[config.mk]
export PLATFORM = sky130hd
export DESIGN_NAME = irq_mask_profiler
export DESIGN_NICKNAME = d
export VERILOG_FILES = /design/src/rtl/irq_prof_pkg.sv /design/src/rtl/cycle_counter.sv /design/src/rtl/event_tally.sv /design/src/rtl/mask_span_tracker.sv /design/src/rtl/irq_mask_profiler.sv
export SDC_FILE = /design/constraint.sdc
export NUM_CORES = 1
export LEC_CHECK = 0
export BUFFER_PORTS_ARGS = -buffer_cell sky130_fd_sc_hd__buf_4
export CORE_ASPECT_RATIO = 1.5
export CORE_MARGIN = 10
export CORE_UTILIZATION = 57
export CTS_CLUSTER_DIAMETER = 200
export DETAILED_ROUTE_END_ITERATION = 12
export GPL_ROUTABILITY_DRIVEN = 1
export PLACE_DENSITY = 0.76
export SKIP_CTS_REPAIR_TIMING = 1
export SLEW_MARGIN = 20
export SYNTH_ARGS = -nofsm -noshare
export SYNTH_HDL_FRONTEND = slang
export SYNTH_SLANG_ARGS = --single-unit
[constraint.sdc]
create_clock -name clk -period 9.31 [get_ports clk]
set_input_delay 1.862 -clock clk [delete_from_list [all_inputs] [get_ports clk]]
set_output_delay 1.862 -clock clk [all_outputs]
set_load 0.005 [all_outputs]
[src/rtl/irq_prof_pkg.sv]
`timescale 1ns/1ps
package irq_prof_pkg;
  typedef enum int unsigned {
    MASK_SEL_I = 0,
    MASK_SEL_X = 1
  } mask_sel_e;

  localparam int unsigned NUM_MASKS = 2;
endpackage

[src/rtl/cycle_counter.sv]
`timescale 1ns/1ps
module cycle_counter #(
  parameter int unsigned W = 32
) (
  input  logic         clk,
  input  logic         rst_n,
  output logic [W-1:0] now_o
);
  logic [W-1:0] cnt_q;

  always_ff @(posedge clk) begin
    if (!rst_n) cnt_q <= '0;
    else        cnt_q <= cnt_q + W'(1);
  end

  assign now_o = cnt_q;
endmodule

[src/rtl/event_tally.sv]
`timescale 1ns/1ps
module event_tally #(
  parameter int unsigned W = 16
) (
  input  logic         clk,
  input  logic         rst_n,
  input  logic         hit_i,
  output logic [W-1:0] count_o
);
  logic [W-1:0] cnt_q;

  always_ff @(posedge clk) begin
    if (!rst_n)     cnt_q <= '0;
    else if (hit_i) cnt_q <= cnt_q + W'(1);
  end

  assign count_o = cnt_q;
endmodule

[src/rtl/mask_span_tracker.sv]
`timescale 1ns/1ps
module mask_span_tracker #(
  parameter int unsigned W = 32
) (
  input  logic         clk,
  input  logic         rst_n,
  input  logic         step_i,
  input  logic         mask_i,
  input  logic [W-1:0] now_i,
  output logic         open_o,
  output logic         open_ev_o,
  output logic         close_ev_o,
  output logic [W-1:0] live_o,
  output logic [W-1:0] min_o,
  output logic [W-1:0] max_o,
  output logic [W-1:0] last_o
);
  localparam logic [W-1:0] NONE_YET = '1;

  function automatic logic [W-1:0] span(input logic [W-1:0] now, input logic [W-1:0] start);
    return now - start;
  endfunction

  function automatic logic [W-1:0] larger(input logic [W-1:0] a, input logic [W-1:0] b);
    return (b > a) ? b : a;
  endfunction

  function automatic logic [W-1:0] smaller(input logic [W-1:0] a, input logic [W-1:0] b);
    return (b < a) ? b : a;
  endfunction

  logic         open_q;
  logic [W-1:0] start_q;
  logic [W-1:0] min_q;
  logic [W-1:0] max_q;
  logic [W-1:0] last_q;
  logic [W-1:0] dur_w;
  logic [W-1:0] rep_max_w;

  assign open_ev_o  = step_i &  mask_i & ~open_q;
  assign close_ev_o = step_i & ~mask_i &  open_q;
  assign dur_w      = span(now_i, start_q);

  always_ff @(posedge clk) begin
    if (!rst_n) begin
      open_q  <= 1'b0;
      start_q <= '0;
      min_q   <= NONE_YET;
      max_q   <= '0;
      last_q  <= '0;
    end else if (open_ev_o) begin
      open_q  <= 1'b1;
      start_q <= now_i;
    end else if (close_ev_o) begin
      open_q  <= 1'b0;
      min_q   <= smaller(min_q, dur_w);
      max_q   <= larger(max_q, dur_w);
      last_q  <= dur_w;
    end
  end

  assign live_o    = open_q ? dur_w : '0;
  assign rep_max_w = larger(max_q, live_o);
  assign open_o    = open_q;
  assign max_o     = rep_max_w;
  assign min_o     = (min_q == NONE_YET) ? rep_max_w : min_q;
  assign last_o    = last_q;
endmodule

[src/rtl/irq_mask_profiler.sv]
`timescale 1ns/1ps
module irq_mask_profiler #(
  parameter int unsigned CYC_W  = 32,
  parameter int unsigned TAKE_W = 16
) (
  input  logic              clk,
  input  logic              rst_n,
  input  logic              step_i,
  input  logic              imask_i,
  input  logic              xmask_i,
  input  logic              take_i,
  output logic              i_open_o,
  output logic [CYC_W-1:0]  i_live_o,
  output logic [CYC_W-1:0]  i_min_o,
  output logic [CYC_W-1:0]  i_max_o,
  output logic [CYC_W-1:0]  i_last_o,
  output logic              x_open_o,
  output logic [CYC_W-1:0]  x_live_o,
  output logic [CYC_W-1:0]  x_min_o,
  output logic [CYC_W-1:0]  x_max_o,
  output logic [CYC_W-1:0]  x_last_o,
  output logic [TAKE_W-1:0] take_cnt_o
);
  import irq_prof_pkg::*;

  logic [CYC_W-1:0]     now_w;
  logic [NUM_MASKS-1:0] mask_vec;
  logic [NUM_MASKS-1:0] open_vec;
  logic [NUM_MASKS-1:0] open_ev_vec;
  logic [NUM_MASKS-1:0] close_ev_vec;
  logic [CYC_W-1:0]     live_a [NUM_MASKS];
  logic [CYC_W-1:0]     min_a  [NUM_MASKS];
  logic [CYC_W-1:0]     max_a  [NUM_MASKS];
  logic [CYC_W-1:0]     last_a [NUM_MASKS];

  assign mask_vec[MASK_SEL_I] = imask_i;
  assign mask_vec[MASK_SEL_X] = xmask_i;

  cycle_counter #(.W(CYC_W)) clock_i (
    .clk   (clk),
    .rst_n (rst_n),
    .now_o (now_w)
  );

  for (genvar g = 0; g < NUM_MASKS; g++) begin : g_trk
    mask_span_tracker #(.W(CYC_W)) trk_i (
      .clk        (clk),
      .rst_n      (rst_n),
      .step_i     (step_i),
      .mask_i     (mask_vec[g]),
      .now_i      (now_w),
      .open_o     (open_vec[g]),
      .open_ev_o  (open_ev_vec[g]),
      .close_ev_o (close_ev_vec[g]),
      .live_o     (live_a[g]),
      .min_o      (min_a[g]),
      .max_o      (max_a[g]),
      .last_o     (last_a[g])
    );
  end

  event_tally #(.W(TAKE_W)) tally_i (
    .clk     (clk),
    .rst_n   (rst_n),
    .hit_i   (take_i),
    .count_o (take_cnt_o)
  );

  assign i_open_o = open_vec[MASK_SEL_I];
  assign i_live_o = live_a[MASK_SEL_I];
  assign i_min_o  = min_a[MASK_SEL_I];
  assign i_max_o  = max_a[MASK_SEL_I];
  assign i_last_o = last_a[MASK_SEL_I];
  assign x_open_o = open_vec[MASK_SEL_X];
  assign x_live_o = live_a[MASK_SEL_X];
  assign x_min_o  = min_a[MASK_SEL_X];
  assign x_max_o  = max_a[MASK_SEL_X];
  assign x_last_o = last_a[MASK_SEL_X];
endmodule

Yosys cells after proc, flatten, opt, wreduce, memory -nomap -nowiden
Index checks and enable logic that the tools add are counted.
- flip-flop bits (word level): 306
- bits of input ports: 6
- output and inout port bits: 274
- add/sub/neg operators: 4
- $lt $le $gt $ge: 6
- equal/unequal tests: 2
- mux-type cells: 10
- bitwise gates (word level): 14
- reduce and logical (&&, ||, !) cells: 8
- operator list (cell ; number):
    two-way mux 32 bit ; 6
    > comparator 32 bit ; 4
    equality test 32 bit (second input constant) ; 2
    less-than comparator 32 bit ; 2
    subtractor 32 bit ; 2
    adder 32 x 1 -> 32 bit (second input constant) ; 1
    adder 16 x 1 -> 16 bit (second input constant) ; 1
    AND reduction 3 bit ; 4
    AND 1 bit ; 8
    inverter 1 bit ; 6
    two-way mux 1 bit ; 4
    AND reduction 2 bit ; 2
    nonzero test 2 bit ; 2

Logic depth before layout (Yosys ltp)
- depth after elaboration: 5
- gate-level depth with buffers: 24
- mapped depth without buffers: 22

Modules after synthesis
Synthesis repeated with hierarchy kept, for this count alone.
- cell total of the unflattened synthesis: 2756
- area total of the unflattened synthesis: 21576.9 µm²
- modules (own cells, without submodules) (module ; instances ; cells an instance ; area an instance (µm²) ; seq. area each (µm²)):
    mask_span_tracker (g_trk[0].trk_i) ; 1 ; 1216 ; 9685.5 ; 2582.5
    mask_span_tracker (g_trk[1].trk_i) ; 1 ; 1289 ; 9680.5 ; 2582.5
    cycle_counter ; 1 ; 168 ; 1466.4 ; 640.6
    event_tally ; 1 ; 83 ; 744.5 ; 320.3

Least setup slack after synthesis
No wires, ideal clock.
- path kind: flip-flop to output port
- start point: reg clock_i.cnt_q[0] (netlist: clock_i.now_o[0])
- end point: out i_min_o[15]
- data arrival time: 4.871 ns
- setup slack: 2.577 ns
- stages on the path, launching flop included: 23
- buffers on the path: 2
- cells stage by stage: dfxtp_1 > inv_1 > ha_1 > inv_1 > fa_1 > a211oi_1 > o21ai_1 > o21ai_0 > o311a_1 > a21oi_1 > a221oi_1 > xnor2_1 > and2_1 > ha_1 > a21oi_1 > nand2_1 > a221oi_1 > o21ai_0 > o21ai_1 > clkbuf_1 > buf_2 > nor2_1 > a221oi_1
- longest elaborated chain between the ends: 5
- ends and longest elaborated chain (what ; line ; RTL):
    start, declared ; cycle_counter.sv:9 ; logic [W-1:0] cnt_q;
    start signal, assigned ; cycle_counter.sv:13 ; else cnt_q <= cnt_q + W'(1);
    subtractor 32 bit ; mask_span_tracker.sv:21 ; return now - start;
    via g_trk[0].trk_i.dur_w[30] ; mask_span_tracker.sv:37 ; logic [W-1:0] dur_w;
    two-way mux 32 bit ; mask_span_tracker.sv:62 ; assign live_o = open_q ? dur_w : '0;
    via i_live_o[30] ; irq_mask_profiler.sv:13 ; output logic [CYC_W-1:0] i_live_o,
    > comparator 32 bit ; mask_span_tracker.sv:25 ; return (b > a) ? b : a;
    two-way mux 32 bit ; mask_span_tracker.sv:25 ;
    two-way mux 32 bit ; mask_span_tracker.sv:66 ; assign min_o = (min_q == NONE_YET) ? rep_max_w : min_q;
    end, declared ; irq_mask_profiler.sv:14 ; output logic [CYC_W-1:0] i_min_o,
The timed path passes the listed nets, and every way through them passes these cells.

Final worst setup path
- start point: reg clock_i.cnt_q[0] (netlist: clock_i.now_o[0])
- end point: out x_min_o[15]
- longest elaborated chain between the ends: 5
- ends and longest elaborated chain (what ; line ; RTL):
    subtractor 32 bit ; mask_span_tracker.sv:21 ;
    via g_trk[1].trk_i.dur_w[12] ; mask_span_tracker.sv:37 ;
    two-way mux 32 bit ; mask_span_tracker.sv:62 ;
    > comparator 32 bit ; mask_span_tracker.sv:25 ;
    two-way mux 32 bit ; mask_span_tracker.sv:25 ;
    two-way mux 32 bit ; mask_span_tracker.sv:66 ;
    end, declared ; irq_mask_profiler.sv:19 ; output logic [CYC_W-1:0] x_min_o,
The timed path passes the listed nets, and every way through them passes these cells.

==> flow_summary.ini <==
[clocking]
clock_latency_ns = 0.58
cts-buffers-inserted = 31
cts.root.buffer_cell = clkbuf_16
htree_levels = 1
clock_sinks = 306
clock_path_buffers = 3
clk_pin_slew_ns = 0.07
cts_tree = done

[power_and_ir_drop]
total_power_w = 0.00403
pwr-share-clk_pct = 33.4
cellPowerDensity_nw_per_um2 = 165
p_leak_nw = 11.8
switching_share_pct = 33.9
seqPwrFrac_pct = 33.4
p_switching_w = 0.00137
ir_drop_mv = 0.149
internal_power_w = 0.00266
comb_power_share_pct = 33.2

[layout]
syn_to_final_growth_pct = 18.0
final.fill_count = 3148
nets = 3189
drive_gt1_share_pct = 14.9
fin_cells = 3427
post-route-cell-area_um2 = 24500
num_antenna_cells = 0

[synth]
ys_ff_latch = 306
yosys_warnings = 0
syn_nets = 2948
synth_edf_count = 0
synth_top_area_cell = dfxtp_1
synthTopCellsByCount = 437 x nand2_1, 306 x dfxtp_1, 254 x ha_1
ys_seq_area_share_pct = 29.5
syn_avg_cell_area_um2 = 7.72
yosys.cell_count.top_type = nand2_1
synth_flop_cell = dfxtp_1
synth_area_leaders = dfxtp_1 30%, ha_1 15%, nand2_1 7.9%
syn_inst = 2686
synth-async-reset-ratio_pct = 0
syn_area_um2 = 20700
synth_top_area_share_pct = 29.5
yosys.cell_types.count = 74

[timing]
maxSlewViolCount = 0
setup_violations = 0
finalCritPeriodShare_pct = 93.2
relSlewSlack_pct = 33.1
tns_ns = 0
max_slew.worst_pin.slew_ns = 0.996
min_period_ns = 8.68
finClkSkew_ns = 0.0151
rsz0062_at_grt = no
fmax_ghz = 0.115
layout_setup_ws_ns = 0.633
finalHoldViolCount = 0

[place]
dp_hpwl_mm = 49.3
io_buffers = 279
placed_area_um2 = 23400
place_ws_ns = 1.34
gp_congestion = 1.01
dp_cells = 3372

[global_routing]
overflow = 0
grt_usage_pct = 27.7
grt_first_pass_wirelength_mm = 102
grt_start_max_net_pins = 98
grt_pass1_vias = 20000
antenna_found_initial = 0

[die]
ios = 280
dieHeight_um = 254
core_area_um2 = 35900
die_x_um = 176
die_area_um2 = 44600
num_rows = 85
start_util_pct = 57.7

[critical_path]
worst-setup-path-type = reg -> out
critical_path.startpoint_type = flop
worst_ep_arrival_time_ns = 6.82
worst_ep_required_time_ns = 7.45
cp_max_fo = 20
crit_path_end_kind = primary output

[detailed_routing]
viasPerCell = 5.81
drc_errors = 0
antenna_left = 0
vias = 19900
wl_per_cell_um = 18.8
drtIter0Drc = 1235
finalWirelength_mm = 64.5
first_pass_iters = 7

[run]
maxCapViolCount = 0

[worst_hold_path]
holdCritPathClass = reg -> reg

[status]
status = complete, no violations
## kinds of logic (layout without fill, tap and decap cells)
| group | count (synthesis) | after routing | share of synthesized area (%) |
|---|---|---|---|
| AOI/OAI and AO/OA | 628 | 628 | 18.9 |
| xor gates and xnor gates | 99 | 99 | 4.22 |
| adders and majority gates | 256 | 256 | 15.5 |
| buffers and inverters | 358 | 621 | 6.56 |
| DFF | 306 | 306 | 29.5 |
| muxes | 108 | 108 | 5.37 |
| and+or+nand+nor | 931 | 931 | 19.9 |
## power groups by stage
stage / logic [W] / clock network [W] / registers (W)
global route: 0.00146 / 0.00142 / 0.00135
floorplan: 0.000754 / 0 / 0.00137
CTS: 0.00133 / 0.00137 / 0.00135
finish: 0.00134 / 0.00135 / 0.00135
detailed placement: 0.00132 / 0 / 0.00138
global placement: 0.00130 / 0 / 0.00138
## worst max-delay path: stages (launching register included)
cell and delay [ns]:
dfxtp_1 0.44, inv_1 0.12, ha_1 0.24, fa_1 0.41, nand2b_1 0.19, a21oi_1 0.29
o21ai_0 0.20, a31oi_1 0.40, xor2_1 0.55, nand2_1 0.14, inv_1 0.11, ha_1 0.14
nand4_1 0.20, nor3_1 0.87, o21ai_0 0.20, nand3_1 0.30, a21oi_1 0.11, a31o_2 0.38
clkinv_1 0.23, mux2_2 0.38, o21a_1 0.19, buf_4 0.13
## path summary, 6_finish.rpt
path | start | endpoint | slack, ns | cells after the start
worst max-delay path | clock_i.now_o[0] | x_min_o[15] | 0.63 | 21
worst min-delay path | g_trk[0].trk_i.start_q[6] | g_trk[0].trk_i.start_q[6] | 0.45 | 2
worst max register to register | clock_i.now_o[0] | g_trk[1].trk_i.max_q[14] | 2.92 | 21
worst min register to register | g_trk[0].trk_i.start_q[6] | g_trk[0].trk_i.start_q[6] | 0.45 | 2
## layout make-up
type / instances / area (um^2) / area share, %
clock inverters: 17 / 243 / 0.991
flip-flops and latches: 306 / 6130 / 25.0
multi-input cells: 2022 / 13300 / 54.4
repair buffers: 327 / 2450 / 10.0
clock buffers: 38 / 832 / 3.40
inverters: 239 / 902 / 3.68
well taps: 478 / 598 / 2.44
## routing by layer
layer  vias to the layer above  track usage, %  part of all wire, %
met3                       150            4.90                  6.1
met5                         -               0                    0
met2                       630            51.8                   51
li1                       9759               -                    -
met4                         0            13.6                  4.8
met1                      9376            29.1                   38
## layout by cell type (no fill, tap or decap), types with 19 or more instances in the layout
cell	Yosys	final
a211oi_1	22	21
a21o_1	42	42
a21oi_1	246	246
a31oi_1	19	19
and2_1	44	44
and3_1	19	19
buf_4	0	327
clkbuf_16	0	31
dfxtp_1	306	306
ha_1	254	254
inv_1	237	237
mux2_2	26	26
mux2i_1	82	82
nand2_1	437	437
nand3_1	61	61
nand4_1	66	66
nor2_1	221	217
nor3_1	19	19
o211ai_1	39	39
o21a_1	52	52
o21ai_0	111	111
xnor2_1	47	47
xor2_1	51	51
## registers in the layout, indices dropped and copies added, names as in the netlist
register,cells
clock_i.now_o,32
g_trk.trk_i.max_q,64
g_trk.trk_i.last_o,64
tally_i.count_o,16
g_trk.trk_i.start_q,64
g_trk.trk_i.open_o,2
g_trk.trk_i.min_q,64
## per-stage QoR
stage / utilization [%] / hold WS [ns]
final: 68.1 / 0.451
after detailed placement: 65.1 / 0.446
after floorplan: - / 0.436
after global routing: 68.1 / 0.470
after global placement: 65.1 / 0.441
after CTS: 68.1 / 0.455
Power figures use the tool's default switching activity.
